==> src/rtl/temp_event_pkg.sv <==
// Package: shared register addresses, configuration bit positions and the
// control-field type of the temperature event controller.
package temp_event_pkg;
    localparam int ADDR_W = 2;

    localparam logic [ADDR_W-1:0] A_CFG   = 2'd0;
    localparam logic [ADDR_W-1:0] A_UPPER = 2'd1;
    localparam logic [ADDR_W-1:0] A_LOWER = 2'd2;
    localparam logic [ADDR_W-1:0] A_CRIT  = 2'd3;

    localparam int B_CRIT_LOCK = 7;
    localparam int B_WIN_LOCK  = 6;
    localparam int B_CLEAR     = 5;
    localparam int B_STATUS    = 4;
    localparam int B_ENABLE    = 3;
    localparam int B_CONLY     = 2;
    localparam int B_POL       = 1;
    localparam int B_MODE      = 0;

    typedef struct packed {
        logic en;     // event output enable
        logic conly;  // critical-only events
        logic pol;    // 1 = active high
        logic mode;   // 1 = interrupt, 0 = comparator
    } ctrl_t;
endpackage

==> src/rtl/tev_regs.sv <==
// Module: tev_regs
// Holds the configuration register, the two sticky locks and the three
// signed limit registers. Decodes writes and muxes reads.
// Assumes: the write strobe is one cycle per write and rst_n is the only
// power-on reset; read data is combinational from the address.
module tev_regs
    import temp_event_pkg::*;
#(
    parameter int DATA_W = 16
) (
    input  logic                     clk,
    input  logic                     rst_n,
    input  logic                     wr_en,
    input  logic [ADDR_W-1:0]        addr,
    input  logic [DATA_W-1:0]        wdata,
    input  logic                     status,
    output logic [DATA_W-1:0]        rdata,
    output ctrl_t                    ctrl,
    output logic signed [DATA_W-1:0] upper,
    output logic signed [DATA_W-1:0] lower,
    output logic signed [DATA_W-1:0] crit,
    output logic                     clr_pulse
);
    localparam int PAD_W = DATA_W - 8;

    logic crit_lock;
    logic win_lock;
    logic any_lock;

    assign any_lock = crit_lock | win_lock;

    // Register writes: locks only ever set, protected fields gated by locks.
    always_ff @(posedge clk) begin
        if (!rst_n) begin
            crit_lock <= 1'b0;
            win_lock  <= 1'b0;
            ctrl      <= '0;
            upper     <= '0;
            lower     <= '0;
            crit      <= '0;
        end else if (wr_en) begin
            case (addr)
                A_CFG: begin
                    crit_lock <= crit_lock | wdata[B_CRIT_LOCK];
                    win_lock  <= win_lock  | wdata[B_WIN_LOCK];
                    if (!any_lock) begin
                        ctrl <= '{en:    wdata[B_ENABLE],
                                  conly: wdata[B_CONLY],
                                  pol:   wdata[B_POL],
                                  mode:  wdata[B_MODE]};
                    end
                end
                A_UPPER: if (!win_lock)  upper <= wdata;
                A_LOWER: if (!win_lock)  lower <= wdata;
                default: if (!crit_lock) crit  <= wdata;
            endcase
        end
    end

    // Clear-event strobe: only meaningful in interrupt mode.
    assign clr_pulse = wr_en && (addr == A_CFG) && wdata[B_CLEAR] && ctrl.mode;

    // Read mux: clear bit always reads 0, status comes from the event path.
    always_comb begin
        case (addr)
            A_CFG:   rdata = {{PAD_W{1'b0}}, crit_lock, win_lock, 1'b0, status,
                              ctrl.en, ctrl.conly, ctrl.pol, ctrl.mode};
            A_UPPER: rdata = upper;
            A_LOWER: rdata = lower;
            default: rdata = crit;
        endcase
    end

    p_crit_lock_sticky_r1: assert property (@(posedge clk) disable iff (!rst_n)
        crit_lock |=> crit_lock);
    p_crit_frozen_r2: assert property (@(posedge clk) disable iff (!rst_n)
        crit_lock |=> $stable(crit));
    p_win_frozen_r3: assert property (@(posedge clk) disable iff (!rst_n)
        win_lock |=> ($stable(upper) && $stable(lower) && win_lock));
    p_ctrl_frozen_r6: assert property (@(posedge clk) disable iff (!rst_n)
        any_lock |=> $stable(ctrl));
endmodule

==> src/rtl/tev_compare.sv <==
// Module: tev_compare
// Captures each valid temperature reading and compares it, signed, with the
// limits. Produces the event condition, narrowed by the critical-only bit.
// Assumes: limits may change at any time; the condition follows them at once.
module tev_compare #(
    parameter int DATA_W = 16
) (
    input  logic                     clk,
    input  logic                     rst_n,
    input  logic                     temp_valid,
    input  logic signed [DATA_W-1:0] temp_in,
    input  logic signed [DATA_W-1:0] upper,
    input  logic signed [DATA_W-1:0] lower,
    input  logic signed [DATA_W-1:0] crit,
    input  logic                     crit_only,
    output logic                     cond
);
    logic signed [DATA_W-1:0] temp_q;
    logic win_hit;
    logic crit_hit;

    // Holds the latest valid reading.
    always_ff @(posedge clk) begin
        if (!rst_n)          temp_q <= '0;
        else if (temp_valid) temp_q <= temp_in;
    end

    // Signed limit comparisons and condition select.
    always_comb begin
        win_hit  = (temp_q > upper) || (temp_q < lower);
        crit_hit = (temp_q > crit);
        cond     = crit_only ? crit_hit : (win_hit || crit_hit);
    end

    p_hold_reading_r7: assert property (@(posedge clk) disable iff (!rst_n)
        !temp_valid |=> $stable(temp_q));
endmodule

==> src/rtl/tev_event.sv <==
// Module: tev_event
// Event state: follows the condition in comparator mode, latches on a rising
// condition in interrupt mode and releases on the clear strobe.
// Assumes: clr is only raised in interrupt mode.
module tev_event (
    input  logic clk,
    input  logic rst_n,
    input  logic cond,
    input  logic mode,
    input  logic clr,
    output logic evt
);
    logic prev_q;

    // Event state update per mode.
    always_ff @(posedge clk) begin
        if (!rst_n) begin
            prev_q <= 1'b0;
            evt    <= 1'b0;
        end else begin
            prev_q <= cond;
            if (!mode) evt <= cond;
            else       evt <= (evt & ~clr) | (cond & ~prev_q);
        end
    end

    p_cmp_follow_r8: assert property (@(posedge clk) disable iff (!rst_n)
        !mode |=> (evt == $past(cond)));
    p_int_latch_r9: assert property (@(posedge clk) disable iff (!rst_n)
        (mode && cond && !prev_q) |=> evt);
    p_int_hold_r9: assert property (@(posedge clk) disable iff (!rst_n)
        (mode && evt && !clr) |=> evt);
    p_clear_only_int_r4: assert property (@(posedge clk) disable iff (!rst_n)
        clr |-> mode);
endmodule

==> src/rtl/temp_event_ctrl.sv <==
// Module: temp_event_ctrl (top)
// Temperature event controller: configuration with sticky locks, limit
// registers, signed comparison and a programmable-polarity event pin.
// Assumes: rst_n is the power-on reset; the temperature source and register
// host share clk.
module temp_event_ctrl
    import temp_event_pkg::*;
#(
    parameter int DATA_W = 16
) (
    input  logic              clk,
    input  logic              rst_n,
    input  logic              reg_wr,
    input  logic [ADDR_W-1:0] reg_addr,
    input  logic [DATA_W-1:0] reg_wdata,
    output logic [DATA_W-1:0] reg_rdata,
    input  logic              temp_valid,
    input  logic [DATA_W-1:0] temp_value,
    output logic              evt_pin
);
    ctrl_t                    ctrl;
    logic signed [DATA_W-1:0] upper;
    logic signed [DATA_W-1:0] lower;
    logic signed [DATA_W-1:0] crit;
    logic                     clr_pulse;
    logic                     cond;
    logic                     evt;
    logic                     asserted;

    tev_regs #(.DATA_W(DATA_W)) u_regs (
        .clk(clk), .rst_n(rst_n), .wr_en(reg_wr), .addr(reg_addr),
        .wdata(reg_wdata), .status(asserted), .rdata(reg_rdata),
        .ctrl(ctrl), .upper(upper), .lower(lower), .crit(crit),
        .clr_pulse(clr_pulse)
    );

    tev_compare #(.DATA_W(DATA_W)) u_cmp (
        .clk(clk), .rst_n(rst_n), .temp_valid(temp_valid),
        .temp_in(temp_value), .upper(upper), .lower(lower), .crit(crit),
        .crit_only(ctrl.conly), .cond(cond)
    );

    tev_event u_evt (
        .clk(clk), .rst_n(rst_n), .cond(cond), .mode(ctrl.mode),
        .clr(clr_pulse), .evt(evt)
    );

    // Pin driver: asserted level equals the polarity bit, idle is its inverse.
    assign asserted = evt & ctrl.en;
    assign evt_pin  = ctrl.pol ? asserted : ~asserted;

    p_idle_level_r10: assert property (@(posedge clk) disable iff (!rst_n)
        !ctrl.en |-> (evt_pin == !ctrl.pol));
    p_status_clear_r5: assert property (@(posedge clk) disable iff (!rst_n)
        (reg_addr == A_CFG) |-> (reg_rdata[B_CLEAR] == 1'b0));
endmodule

==> config.mk <==
export PLATFORM = sky130hd
export DESIGN_NAME = temp_event_ctrl
export DESIGN_NICKNAME = d
export VERILOG_FILES = /design/src/rtl/temp_event_pkg.sv /design/src/rtl/tev_regs.sv /design/src/rtl/tev_compare.sv /design/src/rtl/tev_event.sv /design/src/rtl/temp_event_ctrl.sv
export SDC_FILE = /design/constraint.sdc
export NUM_CORES = 1
export LEC_CHECK = 0
export BUFFER_PORTS_ARGS = -buffer_cell sky130_fd_sc_hd__buf_2
export CELL_PAD_IN_SITES_DETAIL_PLACEMENT = 1
export CELL_PAD_IN_SITES_GLOBAL_PLACEMENT = 1
export CORE_MARGIN = 4
export CORE_UTILIZATION = 48
export CTS_CLUSTER_DIAMETER = 50
export DETAILED_ROUTE_END_ITERATION = 6
export PLACE_DENSITY = 0.85
export SLEW_MARGIN = 5
export SYNTH_ARGS = -nofsm -noshare
export SYNTH_HDL_FRONTEND = slang
export SYNTH_HIERARCHICAL = 1
export SYNTH_SLANG_ARGS = --single-unit
==> constraint.sdc <==
create_clock -name clk -period 4.8 [get_ports clk]
set_input_delay 0.48 -clock clk [delete_from_list [all_inputs] [get_ports clk]]
set_output_delay 0.48 -clock clk [all_outputs]
set_load 0.01 [all_outputs]
## Word-level counts from Yosys, hierarchy flattened

Index checks and enable logic that the tools add are counted.
W data, S select, Z words.

- Bitwise operators: 14
- Reduce and logical (&&, ||, !) cells: 12
- Mux-type cells: 4
- $lt $le $gt $ge: 3
- Eq/ne operators: 2

Operators with widths:

| operator | number |
|---|---|
| $pmux W16 S3 | 1 |
| $gt A16 B16 Y1 | 2 |
| $lt A16 B16 Y1 | 1 |
| $reduce_and A3 Y1 | 4 |
| $not A1 Y1 | 7 |
| $or A1 B1 Y1 | 4 |
| $and A1 B1 Y1 | 3 |
| $logic_and A1 B1 Y1 | 3 |
| $mux W1 | 3 |
| $reduce_or A3 Y1 | 1 |
| $eq A2 B1 Y1 const B | 1 |
| $eq A2 B2 Y1 const B | 1 |
| $logic_not A2 Y1 | 1 |
| $logic_or A1 B1 Y1 | 2 |
| $reduce_and A2 Y1 | 1 |

- Bits of input ports: 38
- Flip-flop bits (word level): 72
- Output and inout bits: 17

## Logic depth before layout (Yosys ltp)

- Word-level depth: 8
- Mapped depth: 10
- Gate-level depth less buffers: 10

## By module

Netlist, hierarchy kept.

By module, submodules not included:

| module | seq. area each (sq um) | area an instance (sq um) | cells an instance | instances |
|---|---|---|---|---|
| tev_regs | 1081.0 | 2496.1 | 271 | 1 |
| tev_compare | 320.3 | 1795.5 | 220 | 1 |
| tev_event | 40.0 | 68.8 | 6 | 1 |
| temp_event_ctrl | 0.0 | 25.0 | 2 | 1 |

## Worst setup path after synthesis

OpenSTA, ideal clock, no wires.

- Path kind: register to register
- Start point: register u_regs.upper[13]
- End point: register u_evt.evt
- Setup time: 117 ps
- Stages on the path, launching flop included: 10
- Data arrival time: 1991 ps
- Path slack: 2692 ps
- Path buffers: 0
- Cells stage by stage: dfxtp_1 -> inv_1 -> ha_1 -> a21o_1 -> a2111o_1 -> a221o_1 -> o21ai_1 -> o211ai_1 -> and2_4 -> a32o_1

- Longest elaborated chain between the ends: 7

RTL lines:

| item | RTL line | RTL |
|---|---|---|
| start, declared | tev_regs.sv:19 | `output logic signed [DATA_W-1:0] upper,` |
| start signal, assigned | tev_regs.sv:53 | `A_UPPER: if (!win_lock) upper <= wdata;` |
| $gt A16 B16 Y1 * | tev_compare.sv:30 | `win_hit = (temp_q > upper) \|\| (temp_q < lower);` |
| $logic_or A1 B1 Y1 * | tev_compare.sv:30 |  |
| $logic_or A1 B1 Y1 * | tev_compare.sv:32 | `cond = crit_only ? crit_hit : (win_hit \|\| crit_hit);` |
| $mux W1 * | tev_compare.sv:32 |  |
| named net cond | temp_event_ctrl.sv:26 | `logic cond;` |
| $and A1 B1 Y1 | tev_event.sv:23 | `else evt <= (evt & ~clr) \| (cond & ~prev_q);` |
| $or A1 B1 Y1 | tev_event.sv:23 |  |
| $mux W1 * | tev_event.sv:22 | `if (!mode) evt <= cond;` |
| end signal, assigned | tev_event.sv:22 |  |
| end signal, assigned | tev_event.sv:23 |  |
| end, declared | tev_event.sv:11 | `output logic evt` |

The timed path passes the listed nets; every way through them passes the cells marked *.
A chain may end at the register's enable or synchronous reset.

## Worst setup path in the final report

- Start point: register u_regs.crit[5]
- End point: register u_evt.evt

- Longest elaborated chain between the ends: 6

RTL lines:

| item | RTL line | RTL |
|---|---|---|
| start, declared | tev_regs.sv:21 | `output logic signed [DATA_W-1:0] crit,` |
| start signal, assigned | tev_regs.sv:55 | `default: if (!crit_lock) crit <= wdata;` |
| $gt A16 B16 Y1 * | tev_compare.sv:31 | `crit_hit = (temp_q > crit);` |
| $logic_or A1 B1 Y1 | tev_compare.sv:32 |  |
| $mux W1 * | tev_compare.sv:32 |  |
| named net cond | temp_event_ctrl.sv:26 |  |
| $and A1 B1 Y1 | tev_event.sv:23 |  |
| $or A1 B1 Y1 | tev_event.sv:23 |  |
| $mux W1 * | tev_event.sv:22 |  |

Marked as above.

==> impl_metrics.toml <==
[critical_path]
end_kind = "flip-flop"
crit_required_ps = 5050
path_buf_inv = 1
arrival_ps = 2770
rrSetupSlack_ps = 2280
setup.worst_path.start_class = "flip-flop"
path_cells = "inv_1, ha_1, a21o_1, a21oi_1, o221ai_1, a221o_1, mux2i_1, o211ai_1, and2_4, a32o_1"
critPathSlowestCell = "a221o_1"
cp_max_fo = 3
critical-path-top-delay-family = "compound AO/OA/AOI/OAI gates"
critPathMaxStageDelay_ps = 390
worstSetupPathType = "flip-flop to flip-flop"

[synth]
synth_cell_types = 48
synth_xor_area_share_pct = 0.371
syn_area_per_cell_um2 = 8.79
yosysWarnings = 6
synth_top_family_by_area = "simple AND/OR/NAND/NOR gates"
async_reset_ff_share_pct = 0
yosysSeqAreaShare_pct = 32.9
synthFlopType = "dfxtp_1"
synth-simple-area-share_pct = 18.3
muxShareOfSynthArea_pct = 11.4
synth_edf_count = 0
synth_cells = 499
syn-num-nets = 584
synth-compound-area-share_pct = 16.1
ys_seq_elements = 72
synth_area_um2 = 4390
synth_fa_ha_area_share_pct = 13.4

[sta]
finalHoldViolations = 0
tightest_slew_ps = 1120
hold_slack_ps = 383
period_needed_ps = 2520
layout_setup_ws_ps = 2280
finClkSkew_ps = 12.5
setup_viol = 0
slew_viol_final = 0
fmax_mhz = 397
maxSlewHeadroom_pct = 25.1
fin_setup_tns_ps = 0
fin_crit_sh_pct = 52.5
rsz0062_at_grt = "no"

[drt]
via_per_inst = 5.78
first_iter_violations = 210
wl_mm = 13.1
wl_per_cell_um = 20.1
vias = 3771
ant_nets = 0
drc_errors = 0
dr.pass1.iters = 4

[final_layout]
antenna_cells = 0
drive_above_1_share_pct = 16.2
finalNetCount = 624
nFillCells = 1071
fin_area_um2 = 4860
synthToLayoutAreaGrowth_pct = 10.8

[power_and_ir_drop]
power_density_nw_per_um2 = 290
leakage_nw = 2.05
peakVddDrop_mv = 0.139
power_mw = 1.41

[global_routing]
overflow = 0
grt_pass1_wl_mm = 21.0
track_usage_pct = 24.9
grt_start_max_net_pins = 77
first_global_vias = 4083
grt_antenna_before_repair = 0

[placement]
pre_cts_ws_ps = 2350
io_buffer_count = 54
hpwl_mm = 9.35
placed_area_um2 = 4650
place_congestion = 0.835

[clocking]
cts_buffer_depth = 2
clkSlewWorstSetupHoldPaths_ps = 80
clock-sinks = 72
clkLatencyLatePin_ps = 360
cts_hold_buf = 0
post_cts_resized = 0
post-cts-setup-buffers = 0
cts-htree-levels = 3
cts_tree = "done"
clockRootBuffer = "clkbuf_8"
cts_buffers = 9

[floorplanning]
fp-row-count = 34
dieHeight_um = 104
die_width_um = 104
fp.coreArea_um2 = 8810
io_pins = 55
die-area_um2 = 10700
start_util_pct = 49.8

[min_path]
worstHoldPathType = "input port to flip-flop"

[outcome]
outcome = "finished, final reports clean"

[run]
drv_cap = 0
[Yosys cell counts, drive strengths merged, types with 2 or more instances]
library cell  count  area share (%)
mux2              9             2.3
nor4              2            0.29
mux4              7             4.0
clkbuf           12             1.2
nand4bb           2            0.51
buf              13             1.9
and4bb            2            0.57
a221o             2            0.46
ha               47              13
a21boi           48             8.2
nand4             7             1.0
o21ai             5            0.57
nor2              6            0.51
o211ai            2            0.34
inv              52             4.5
a22o              9             1.8
nor2b            20             2.9
nor3b             2            0.86
a21o              6             1.0
a21oi            16             1.8
mux2i            22             5.0
dfxtp            72              33
nand3             3            0.34
nand2b            2            0.29
and2              2            0.40
nand2           113             9.7
[worst min-delay path: stages]
cell and delay (ps):
buf_2 120, nand2_1 50, a21boi_1 50
[final timing paths]
check                                 startpoint          endpoint  cells past startpoint
worst min-delay path                reg_wdata[9]   u_regs/upper[9]                      3
worst min register to register  u_regs/lower[15]  u_regs/lower[15]                      2
worst max register to register    u_regs/crit[5]         u_evt/evt                     10
worst max-delay path              u_regs/crit[5]         u_evt/evt                     10
[per-layer routing]
| metal | GRT usage (%) | part of all wire, % |
|---|---|---|
| met3 | 5.10 | 5.2 |
| met4 | 8.26 | 2.6 |
| met1 | 30.6 | 43 |
| met5 | 0 | 0 |
| met2 | 43.4 | 49 |
[kinds of logic after synthesis]
logic type      Yosys count
simple gates            166
fa+ha+maj                47
flops                    72
buf+inv                  77
mux                      38
compound gates           98
xor+xnor                  1
[placed cells by master, fill, tap and decap left out, types with 9 or more instances in the layout]
cell type,count
a22o_1,9
a21boi_0,42
nor2b_1,20
inv_1,52
clkbuf_8,10
mux2i_1,22
dfxtp_1,72
a21oi_1,16
mux2_2,9
buf_2,54
ha_1,47
nand2_1,113
[sequential cells by signal, summed over array words and instances (netlist names), 4 cells and up]
| name | count |
|---|---|
| u_regs/crit | 16 |
| u_regs/ctrl | 4 |
| u_regs/lower | 16 |
| u_regs/upper | 16 |
| u_cmp/temp_q | 16 |
[cell type report]
class	instances	area [um^2]	share of cell area (%)
Multi-Input combinational cell	350	2610	53.8
Sequential cell	72	1440	29.7
Timing Repair Buffer	54	270	5.56
Inverter	52	195	4.02
Clock buffer	11	141	2.91
Tap cell	108	135	2.78
Clock inverter	5	63.8	1.31
[where the power goes]
group	internal [mW]	total [mW]	switching, mW
clock network	0.258	0.503	0.245
logic	0.111	0.252	0.141
registers	0.623	0.652	0.0288
[stage by stage]
step | util, % | instances
floorplan | - | 499
global placement | 52.9 | 636
detailed placement | 52.9 | 636
CTS | 55.2 | 652
global route | 55.2 | 652
finish | 55.2 | 652
(Power assumes the default switching activity.)
